<file path="src/rtl/cfg_load_ctrl.sv">
module cfg_load_ctrl #(
  parameter int NT      = 3,
  parameter int DW      = 16,
  parameter int AW      = 12,
  parameter int TIMEOUT = 1000
) (
  input  logic          clk,
  input  logic          rst,
  input  logic          bus_wen,
  input  logic [AW-1:0] bus_addr,
  input  logic [DW-1:0] bus_wdata,
  output logic [DW-1:0] bus_rdata,
  input  logic [NT-1:0] tgt_ack,
  input  logic [NT-1:0] tgt_busy,
  output logic [NT-1:0] tgt_sel,
  output logic [NT-1:0] tgt_rst,
  output logic          tgt_valid,
  output logic [DW-1:0] tgt_word,
  output logic [NT-1:0] mask_o
);
  localparam int IW = (NT > 1) ? $clog2(NT) : 1;
  localparam int CW = $clog2(TIMEOUT + 1);
  localparam logic [AW-1:0] A_CTRL = AW'('h100);
  localparam logic [AW-1:0] A_STAT = AW'('h104);
  localparam logic [AW-1:0] A_DATA = AW'('h108);
  localparam logic [AW-1:0] A_MASK = AW'('h10c);

  typedef enum logic [1:0] {S_IDLE, S_RST, S_ACK, S_RUN} state_t;

  state_t        state;
  logic [IW-1:0] idx;
  logic [CW-1:0] cnt;
  logic [7:0]    ctrl_q;
  logic          pend, ovr, err;
  logic [NT-1:0] sel_oh;
  logic [DW-1:0] status;

  wire wr_ctrl = bus_wen && (bus_addr == A_CTRL);
  wire wr_data = bus_wen && (bus_addr == A_DATA);
  wire wr_mask = bus_wen && (bus_addr == A_MASK);
  wire [IW-1:0] new_idx = bus_wdata[IW-1:0];
  wire idx_ok   = 32'(new_idx) < NT;
  wire ack_sel  = |(tgt_ack & sel_oh);
  wire busy_sel = |(tgt_busy & sel_oh);
  wire ready    = (state == S_ACK) || (state == S_RUN && !pend);

  assign sel_oh    = (state == S_IDLE) ? '0 : NT'(1) << idx;
  assign tgt_sel   = sel_oh;
  assign tgt_rst   = (state == S_RST || state == S_ACK) ? sel_oh : '0;
  assign tgt_valid = pend;
  assign status    = {{(DW-6){1'b0}}, err, ovr, 2'b00, ready, state == S_RUN};

  always_comb begin
    case (bus_addr)
      A_CTRL:  bus_rdata = DW'(ctrl_q);
      A_STAT:  bus_rdata = status;
      A_MASK:  bus_rdata = DW'(mask_o);
      default: bus_rdata = '0;
    endcase
  end

  always_ff @(posedge clk) begin
    if (rst) begin
      state <= S_IDLE; idx <= '0; cnt <= '0; ctrl_q <= '0;
      pend <= 1'b0; ovr <= 1'b0; err <= 1'b0;
      tgt_word <= '0; mask_o <= '1;
    end else begin
      if (wr_mask) mask_o <= bus_wdata[NT-1:0];
      if (wr_ctrl) begin
        ctrl_q <= bus_wdata[7:0];
        ovr <= 1'b0; err <= 1'b0; pend <= 1'b0; cnt <= '0;
        if (bus_wdata[7] && idx_ok) begin
          idx   <= new_idx;
          state <= bus_wdata[6] ? S_RST : S_RUN;
        end else begin
          state <= S_IDLE;
        end
      end else begin
        case (state)
          S_RST:
            if (ack_sel) state <= S_ACK;
            else if (cnt == CW'(TIMEOUT - 1)) begin
              err <= 1'b1; state <= S_IDLE;
            end else cnt <= cnt + 1'b1;
          S_RUN:
            if (pend && !busy_sel) pend <= 1'b0;
          default: ;
        endcase
        if (wr_data) begin
          if (state == S_RUN && !pend) begin
            pend <= 1'b1; tgt_word <= bus_wdata;
          end else ovr <= 1'b1;
        end
      end
    end
  end

  assert_sel_onehot_R3: assert property (@(posedge clk) disable iff (rst)
    $onehot0(tgt_sel));
  assert_valid_selected_R5: assert property (@(posedge clk) disable iff (rst)
    tgt_valid |-> (|tgt_sel) && (tgt_rst == '0));
  assert_hold_busy_R5: assert property (@(posedge clk) disable iff (rst)
    tgt_valid && (|(tgt_busy & tgt_sel)) && !wr_ctrl |=> tgt_valid && $stable(tgt_word));
  assert_overrun_R6: assert property (@(posedge clk) disable iff (rst)
    wr_data && !bus_rdata[1] && bus_addr == A_DATA && !status[1] |=> status[4]);
  assert_end_idle_R8: assert property (@(posedge clk) disable iff (rst)
    wr_ctrl && !bus_wdata[7] |=> tgt_sel == '0 && tgt_rst == '0 && !tgt_valid);
  assert_mask_load_R9: assert property (@(posedge clk) disable iff (rst)
    wr_mask |=> mask_o == $past(bus_wdata[NT-1:0]));
endmodule

</file>
<file path="config.mk">
export PLATFORM = sky130hd
export DESIGN_NAME = cfg_load_ctrl
export DESIGN_NICKNAME = d
export VERILOG_FILES = /design/src/rtl/cfg_load_ctrl.sv
export SDC_FILE = /design/constraint.sdc
export NUM_CORES = 1
export LEC_CHECK = 0
export ABC_AREA = 0
export BUFFER_PORTS_ARGS = -buffer_cell sky130_fd_sc_hd__buf_2
export CAP_MARGIN = 20
export CORE_MARGIN = 4
export CORE_UTILIZATION = 50
export CTS_CLUSTER_DIAMETER = 50
export DETAILED_ROUTE_END_ITERATION = 8
export HOLD_SLACK_MARGIN = 0.06
export PLACE_DENSITY = 0.8
export SLEW_MARGIN = 20
export SYNTH_ARGS = -nofsm -noshare
export SYNTH_HDL_FRONTEND = slang
export SYNTH_SLANG_ARGS = --single-unit
</file>
<file path="constraint.sdc">
create_clock -name clk -period 3.8 [get_ports clk]
set_clock_uncertainty 0.2 [all_clocks]
set_input_delay 0.76 -clock clk [delete_from_list [all_inputs] [get_ports clk]]
set_output_delay 0.76 -clock clk [all_outputs]
set_load 0.05 [all_outputs]
</file>
# ---- Yosys cells after proc, flatten, opt, wreduce, memory -nomap -nowiden
# Cells that the tools add are included.
# W data, S select, Z words.
dict set report word_totals {
  output_inout_bits 42
  register_bits 44
  input_bits 37
}
dict set report classes {
  n_bitwise 6
  n_shift 1
  order_cmp 1
  n_mux 13
  reduce_logical 22
  eq_ne 8
  n_addsub 1
}
# cell n
set op_table {}
lappend op_table {{$eq A12 B9 Y1 const B} 4}
lappend op_table {{$pmux W8 S3} 1}
lappend op_table {{$mux W2} 6}
lappend op_table {{$add A10 B1 Y10 const B} 1}
lappend op_table {{$eq A10 B10 Y1 const B} 1}
lappend op_table {{$reduce_and A3 Y1} 3}
lappend op_table {{$and A3 B3 Y3} 2}
lappend op_table {{$logic_and A1 B1 Y1} 6}
lappend op_table {{$mux W3} 2}
lappend op_table {{$reduce_and A2 Y1} 3}
lappend op_table {{$reduce_or A3 Y1} 2}
lappend op_table {{$eq A2 B2 Y1 const B} 2}
lappend op_table {{$mux W1} 4}
lappend op_table {{$not A1 Y1} 4}
lappend op_table {{$reduce_bool A3 Y1} 1}
lappend op_table {{$shl A1 B2 Y3 const A} 1}
lappend op_table {{$eq A2 B1 Y1 const B} 1}
lappend op_table {{$logic_not A1 Y1} 2}
lappend op_table {{$logic_not A2 Y1} 1}
lappend op_table {{$logic_or A1 B1 Y1} 2}
lappend op_table {{$lt A2 B2 Y1 const B} 1}
lappend op_table {{$reduce_bool A2 Y1} 1}
lappend op_table {{$reduce_or A2 Y1} 1}

# ---- Logic depth before layout (Yosys ltp)
# Gate-level depths: netlist of run 1.
dict set report depth {
  depth_word 10
  ltp_mapped 7
}

# ---- Worst setup path after synthesis of run 1
# No wires, ideal clock.
dict set report synth_timing {
  kind {input port to output port}
  from {in bus_addr[9]}
  to {out bus_rdata[4]}
  stages 4
  t_required_ns 2.840
  t_arrival_ns 2.629
  path_buffers 1
  setup_slack_ns 0.211
  cell_sequence {nor4b_4 -> nand3_1 -> clkbuf_1 -> nor3_1}
}
dict set report synth_via {
  elab_chain_len 2
  word_cells_on_any_way 4
  cone_classes {eq/ne (3); mux (1)}
}
# element line_no
set synth_rtl {}
lappend synth_rtl {{start: declaration} 10} ;# input logic [AW-1:0] bus_addr,
lappend synth_rtl {{$eq A12 B9 Y1} 54} ;# case (bus_addr)
lappend synth_rtl {{$pmux W8 S3 (*)} 54}
lappend synth_rtl {{end: declaration} 12} ;# output logic [DW-1:0] bus_rdata,
# Every way passes the cells marked *; elsewhere a longest branch is shown, timed or not.

# ---- Worst setup path after layout of run 1
dict set report layout_timing {
  from {in bus_addr[9]}
  to {out bus_rdata[3]}
}
# The elaborated chain is that of the path after synthesis.

==> impl_metrics.csv, run 1 <==
group,metric,value,unit
clocking,cts_resized,0,
placed_design,finalWeightedCongestion,0.817,
min_path,hold_class,"reg -> reg",
floorplan,die_height,75.4,um
worst_setup_path,cpPeakStageDelay,0.42,ns
pwr,p_seq_frac,0.517,
pwr,power,0.890,mW
detailed_routing,drtIter0Drc,210,
worst_setup_path,cpMostUsedCell,"buf_2",
pwr,p_sw,0.211,mW
placed_design,numPortBuffers,70,
detailed_routing,drt-total-wl,5.45,mm
clocking,tritoncts,"built",
synth,synth-seq-cells,44,
synth,avgSynthCellArea,8.35,sq um
run,drv_cap,0,
pwr,p_per_area,329,mW/mm^2
detailed_routing,final_antenna_net_count,0,
clocking,cts_buffers,5,
timing,worst_pin_slew,0.818,ns
detailed_routing,avgRoutedWirePerCell,14.1,um
timing,setup_viol,0,
cells_and_area,drive_gt1_frac,0.272,
clocking,cts_sinks,44,
synth,syn-cell-area,0.00227,sq mm
timing,timing.final.crit_share,0.857,
grt,grtUsageTotal,0.191,
detailed_routing,drcViolationCount,0,
floorplan,core_area,0.00438,sq mm
placed_design,post-dp-hpwl,4.01,mm
synth,yosys_most_used_dff,"dfxtp_1",
timing,hold_viol,0,
pwr,p_leak,1.16,nW
synth,ys_top_cells_by_area,"dfxtp_1, a21oi_1, nand2_1",
cells_and_area,fillers,393,
grt,antenna_found_initial,0,
synth,yosysTopAreaCellShare,0.388,
grt,grt_first_pass_wirelength,8.56,mm
grt,gr-total-overflow,0,
detailed_routing,avgViaCountPerCell,5.56,
clocking,root_buffer,"clkbuf_8",
cells_and_area,antenna_cells,0,
timing,final_max_slew_viol_count,0,
clocking,clk_path_buf_depth,2,
clocking,htree_num_levels,2,
detailed_routing,first_pass_iters,5,
timing,max_freq,0.307,GHz
worst_setup_path,path_delay_family,"simple AND/OR/NAND/NOR gates",
worst_setup_path,cp-start-kind,"input pin",
grt,grt_pass1_vias,1916,
clocking,post_cts_buffers,0,
timing,rsz0062_at_grt,"no",
synth,synthArstFlopShare,0,
worst_setup_path,cp_slowest_cell,"nor4b_4",
synth,synth_cell_types,50,
clocking,clkTransAtPathRegs,0.09,ns
synth,yosysTopAreaCell,"dfxtp_1",
worst_setup_path,end_kind,"output pin",
worst_setup_path,timing.critical_path.required,2.84,ns
timing,relSlewSlack,0.448,
synth,synthTopCellsByCount,"dfxtp_1, a21oi_1, nand2_1",
pwr,vdd_drop_max,0.000159,V
worst_setup_path,critical_path_buf_inv_count,2,
timing,tns,0,ns
pwr,power_frac_clock,0.407,
worst_setup_path,arrival,2.30,ns
timing,fin_crit,3.26,ns
detailed_routing,route.vias.total,2148,
pwr,p_sw_frac,0.237,
worst_setup_path,path_cells,"buf_2, nor4b_4, nand3_1, nor3_1, and2_1, buf_2",
placed_design,dp.cells,378,
floorplan,ios,79,
clocking,worstSkewPairLatency,0.29,ns
outcome,outcome,"finished clean",
synth,ys_seq_area_frac,0.388,
synth,synth-edff-count,0,
clocking,cts_hold_repair.buffers,0,
synth,synthCells,272,
synth,synth_warnings,0,
cells_and_area,area_growth,19.1,%
floorplan,die_x,75.4,um
cells_and_area,final_cells,386,
grt,grt_start_max_net_pins,31,
floorplan,initial_core_util,0.518,
pwr,pwr-share-comb,0.076,
worst_setup_path,worstSetupPathType,"in -> out",
floorplan,rows,24,
synth,synth_most_common_cell,"dfxtp_1",
floorplan,dieArea,0.00569,sq mm
worst_setup_path,cp_max_fo,7,
cells_and_area,fin_nets,375,
pwr,p_int,0.680,mW
registers in the layout, summed over array words and instances, names as in the netlist:
name       count
cnt           10
mask_o         3
tgt_valid      1
tgt_word      16
ovr            1
err            1
idx            2
state          2
ctrl_q         8
metal layers:
layer / wire (um) / track usage
met1: 2400 / 0.264
met2: 2530 / 0.294
met3: 480 / 0.0422
met4: 36 / 0.0621
met5: 0 / 0
stage by stage:
step	hold WS (ns)	utilization	setup slack, ns	area [sq um]
after global routing	0.275	0.617	0.397	2710
after floorplan	0.227	-	0.211	2300
final	0.256	0.617	0.544	2710
after CTS	0.256	0.617	0.564	2710
after detailed placement	0.244	0.591	0.570	2590
after global placement	0.240	0.591	0.623	2590
cells by family after synthesis:
logic type / share of synthesized area
flops: 0.388
compound gates: 0.195
fa+ha+maj: 0.0275
mux: 0.0512
buf+inv: 0.0694
xor+xnor: 0.00771
simple gates: 0.260
other cells: 0.00165
power groups by stage:
stage,clock (mW),combinational [mW],sequential [mW]
2_1_floorplan,0,0.0455,0.471
3_3_place_gp,0,0.0664,0.471
3_5_place_dp,0,0.0670,0.471
4_1_cts,0.372,0.0672,0.461
5_1_grt,0.392,0.0733,0.461
6_report,0.362,0.0676,0.461
area by class of cell:
class	instances	area [sq um]	area share
Multi-Input combinational cell	204	1260	0.466
Sequential cell	44	881	0.326
Timing Repair Buffer	71	358	0.132
Clock buffer	5	68.8	0.0254
Tap cell	52	65.1	0.0241
Clock inverter	3	46.3	0.0171
Inverter	7	26.3	0.00971
cell usage in the layout, fill, tap and decap left out, types with 2 or more instances in the layout:
cell type / netlist / final
and2_1: 7 / 7
nor3_1: 5 / 5
buf_2: 3 / 70
nor2_1: 13 / 13
nand2b_1: 3 / 3
clkbuf_8: 0 / 5
and4_1: 3 / 3
and3_1: 2 / 2
inv_1: 7 / 7
a211o_1: 2 / 2
nand2_1: 31 / 31
dfxtp_1: 44 / 44
o21ai_0: 20 / 20
nand3_1: 20 / 20
conb_1: 1 / 8
a211oi_1: 2 / 2
or4_1: 2 / 2
ha_1: 5 / 5
a41o_1: 2 / 2
nand4_1: 5 / 5
xnor2_1: 2 / 2
o21a_1: 2 / 2
nor3b_1: 4 / 4
mux2i_1: 9 / 9
a31oi_1: 3 / 3
a21oi_1: 33 / 33
path summary, 6_finish.rpt:
path	from	end	slack, ns	cells after the start
setup / recovery	bus_addr[9]	bus_rdata[3]	0.54	6
hold / removal	ctrl_q[4]	ctrl_q[4]	0.26	2
setup reg to reg	state[0]	state[0]	1.69	6
hold reg to reg	ctrl_q[4]	ctrl_q[4]	0.26	2
worst register-to-register path: stages, from the launching register on:
cell	delay, ns
dfxtp_1	0.39
inv_1	0.08
ha_1	0.24
nor2_1	0.48
a21o_1	0.25
o21ai_0	0.11
a41o_1	0.26
(Power assumes the default switching activity.)
==> run 2: changes to the inputs <==
Settings changed: CORE_ASPECT_RATIO from default to 1.1.
==> impl_metrics.csv, run 2 (synthesis results as in run 1) <==
group,metric,value,unit
grt,antenna_found_initial,0,
detailed_routing,wl_met1,2.39,mm
pwr,vdd_drop_max,0.000237,V
pwr,p_leak,1.16,nW
clocking,clkTransAtPathRegs,0.09,ns
cells_and_area,fin_area,0.00271,sq mm
clocking,cts_resized,0,
placed_design,placed_area,0.00259,sq mm
run,drv_cap,0,
timing,final_max_slew_viol_count,0,
worst_setup_path,worstSetupPathType,"in -> out",
worst_setup_path,cpPeakStageDelay,0.43,ns
clocking,tritoncts,"built",
cells_and_area,reg_top3,"tgt_word: 16 flops, cnt: 10 flops, ctrl_q: 8 flops",
placed_design,finalWeightedCongestion,0.817,
floorplan,rows,25,
floorplan,ios,79,
cells_and_area,final_common_cell,"buf_2",
detailed_routing,final_antenna_net_count,0,
floorplan,die_x,72.3,um
min_path,min_to,"ctrl_q[3]",
timing,worst_pin_slew,0.898,ns
grt,grt_first_pass_wirelength,9.18,mm
outcome,outcome,"finished clean",
timing,relSlewSlack,0.393,
detailed_routing,wl_met2,2.78,mm
grt,grt_start_max_net_pins,31,
floorplan,core_area,0.00435,sq mm
cells_and_area,largest_reg_flops,16,
placed_design,numPortBuffers,70,
floorplan,initial_core_util,0.523,
worst_setup_path,path_cells,"buf_2, nor4_4, nand3_1, buf_4, nor3_1, buf_2",
placed_design,dp.cells,380,
cells_and_area,antenna_cells,0,
min_path,holdPathStages,2,
detailed_routing,route.vias.total,2142,
timing,rsz0062_at_grt,"no",
clocking,post_cts_buffers,0,
worst_setup_path,rrSetupSlack,1.66,ns
clocking,cts_buffers,5,
timing,hold-worst-slack,0.253,ns
timing,setup_ws,0.526,ns
cells_and_area,top_register,"tgt_word",
grt,gr-total-overflow,0,
detailed_routing,drt-total-wl,5.68,mm
floorplan,dieArea,0.00569,sq mm
clocking,clk_path_buf_depth,2,
worst_setup_path,timing.critical_path.required,2.84,ns
detailed_routing,drcViolationCount,0,
worst_setup_path,ff2ff_path_depth,6,
cells_and_area,drive_gt1_frac,0.272,
cells_and_area,area_growth,19.2,%
detailed_routing,dr_wl_met3,414,um
worst_setup_path,end_kind,"output pin",
worst_setup_path,cp_slowest_cell,"nor4_4",
cells_and_area,final_cells,388,
min_path,hp-start,"ctrl_q[3]",
detailed_routing,first_pass_iters,4,
floorplan,die_height,78.7,um
placed_design,post-dp-hpwl,4.11,mm
worst_setup_path,cp_max_fo,20,
worst_setup_path,r2r_end,"cnt[8]",
min_path,hold_class,"reg -> reg",
detailed_routing,drtIter0Drc,109,
timing,timing.final.crit_share,0.861,
pwr,p_per_area,331,mW/mm^2
pwr,power,0.896,mW
clocking,worstSkewPairLatency,0.30,ns
detailed_routing,avgRoutedWirePerCell,14.6,um
cells_and_area,mostFrequentLayoutCells,"buf_2, dfxtp_1, a21oi_1, nand2_1",
placed_design,dp_slack,0.535,ns
timing,setup_viol,0,
cells_and_area,fin_util,0.623,
worst_setup_path,cp-start-kind,"input pin",
detailed_routing,top_layer,"met4",
clocking,root_buffer,"clkbuf_8",
timing,fin_crit,3.27,ns
clocking,htree_num_levels,2,
grt,grt_pass1_vias,1996,
clocking,cts_hold_repair.buffers,0,
worst_setup_path,cpMostUsedCell,"buf_2",
timing,hold_viol,0,
grt,grtUsageTotal,0.202,
cells_and_area,fin_nets,375,
worst_setup_path,arrival,2.31,ns
timing,tns,0,ns
timing,max_freq,0.305,GHz
detailed_routing,avgViaCountPerCell,5.52,
clocking,cts_sinks,44,
worst_setup_path,r2r_start,"state[0]",
[run 2: routing by layer]
| layer | GRT usage | vias to the layer above |
|---|---|---|
| met5 | 0 | - |
| met4 | 0.0733 | 0 |
| li1 | - | 1076 |
| met3 | 0.0532 | 8 |
| met2 | 0.335 | 65 |
| met1 | 0.250 | 993 |
[run 2: area by class of cell]
type	count	area, sq um
clock buffers	5	68.8
flip-flops and latches	44	881
repair buffers	71	358
fillers	388	1640
inverters	7	26.3
well taps	54	67.6
clock inverters	3	46.3
multi-input cells	204	1260
[run 2: where the power goes]
group / internal, mW / total (mW) / switching, mW
sequential: 0.461 / 0.461 / 0.0000144
combinational: 0.0211 / 0.0678 / 0.0467
clock: 0.198 / 0.368 / 0.170
[run 2: worst max-delay path by stage]
stage | from | to | slack (ns) | cells past startpoint
finish | bus_addr[5] | bus_rdata[4] | 0.53 | 6
floorplan | bus_addr[9] | bus_rdata[4] | 0.21 | 4
global route | bus_addr[5] | bus_rdata[6] | 0.37 | 6
global placement | bus_addr[9] | bus_rdata[6] | 0.57 | 6
detailed placement | bus_addr[5] | bus_rdata[6] | 0.53 | 6
CTS | bus_addr[5] | bus_rdata[6] | 0.53 | 6
[run 2: worst max-delay path, delay by kind of cell]
family | cells | cell delay (ns)
buf+inv | 3 | 0.67
simple gates | 3 | 0.86
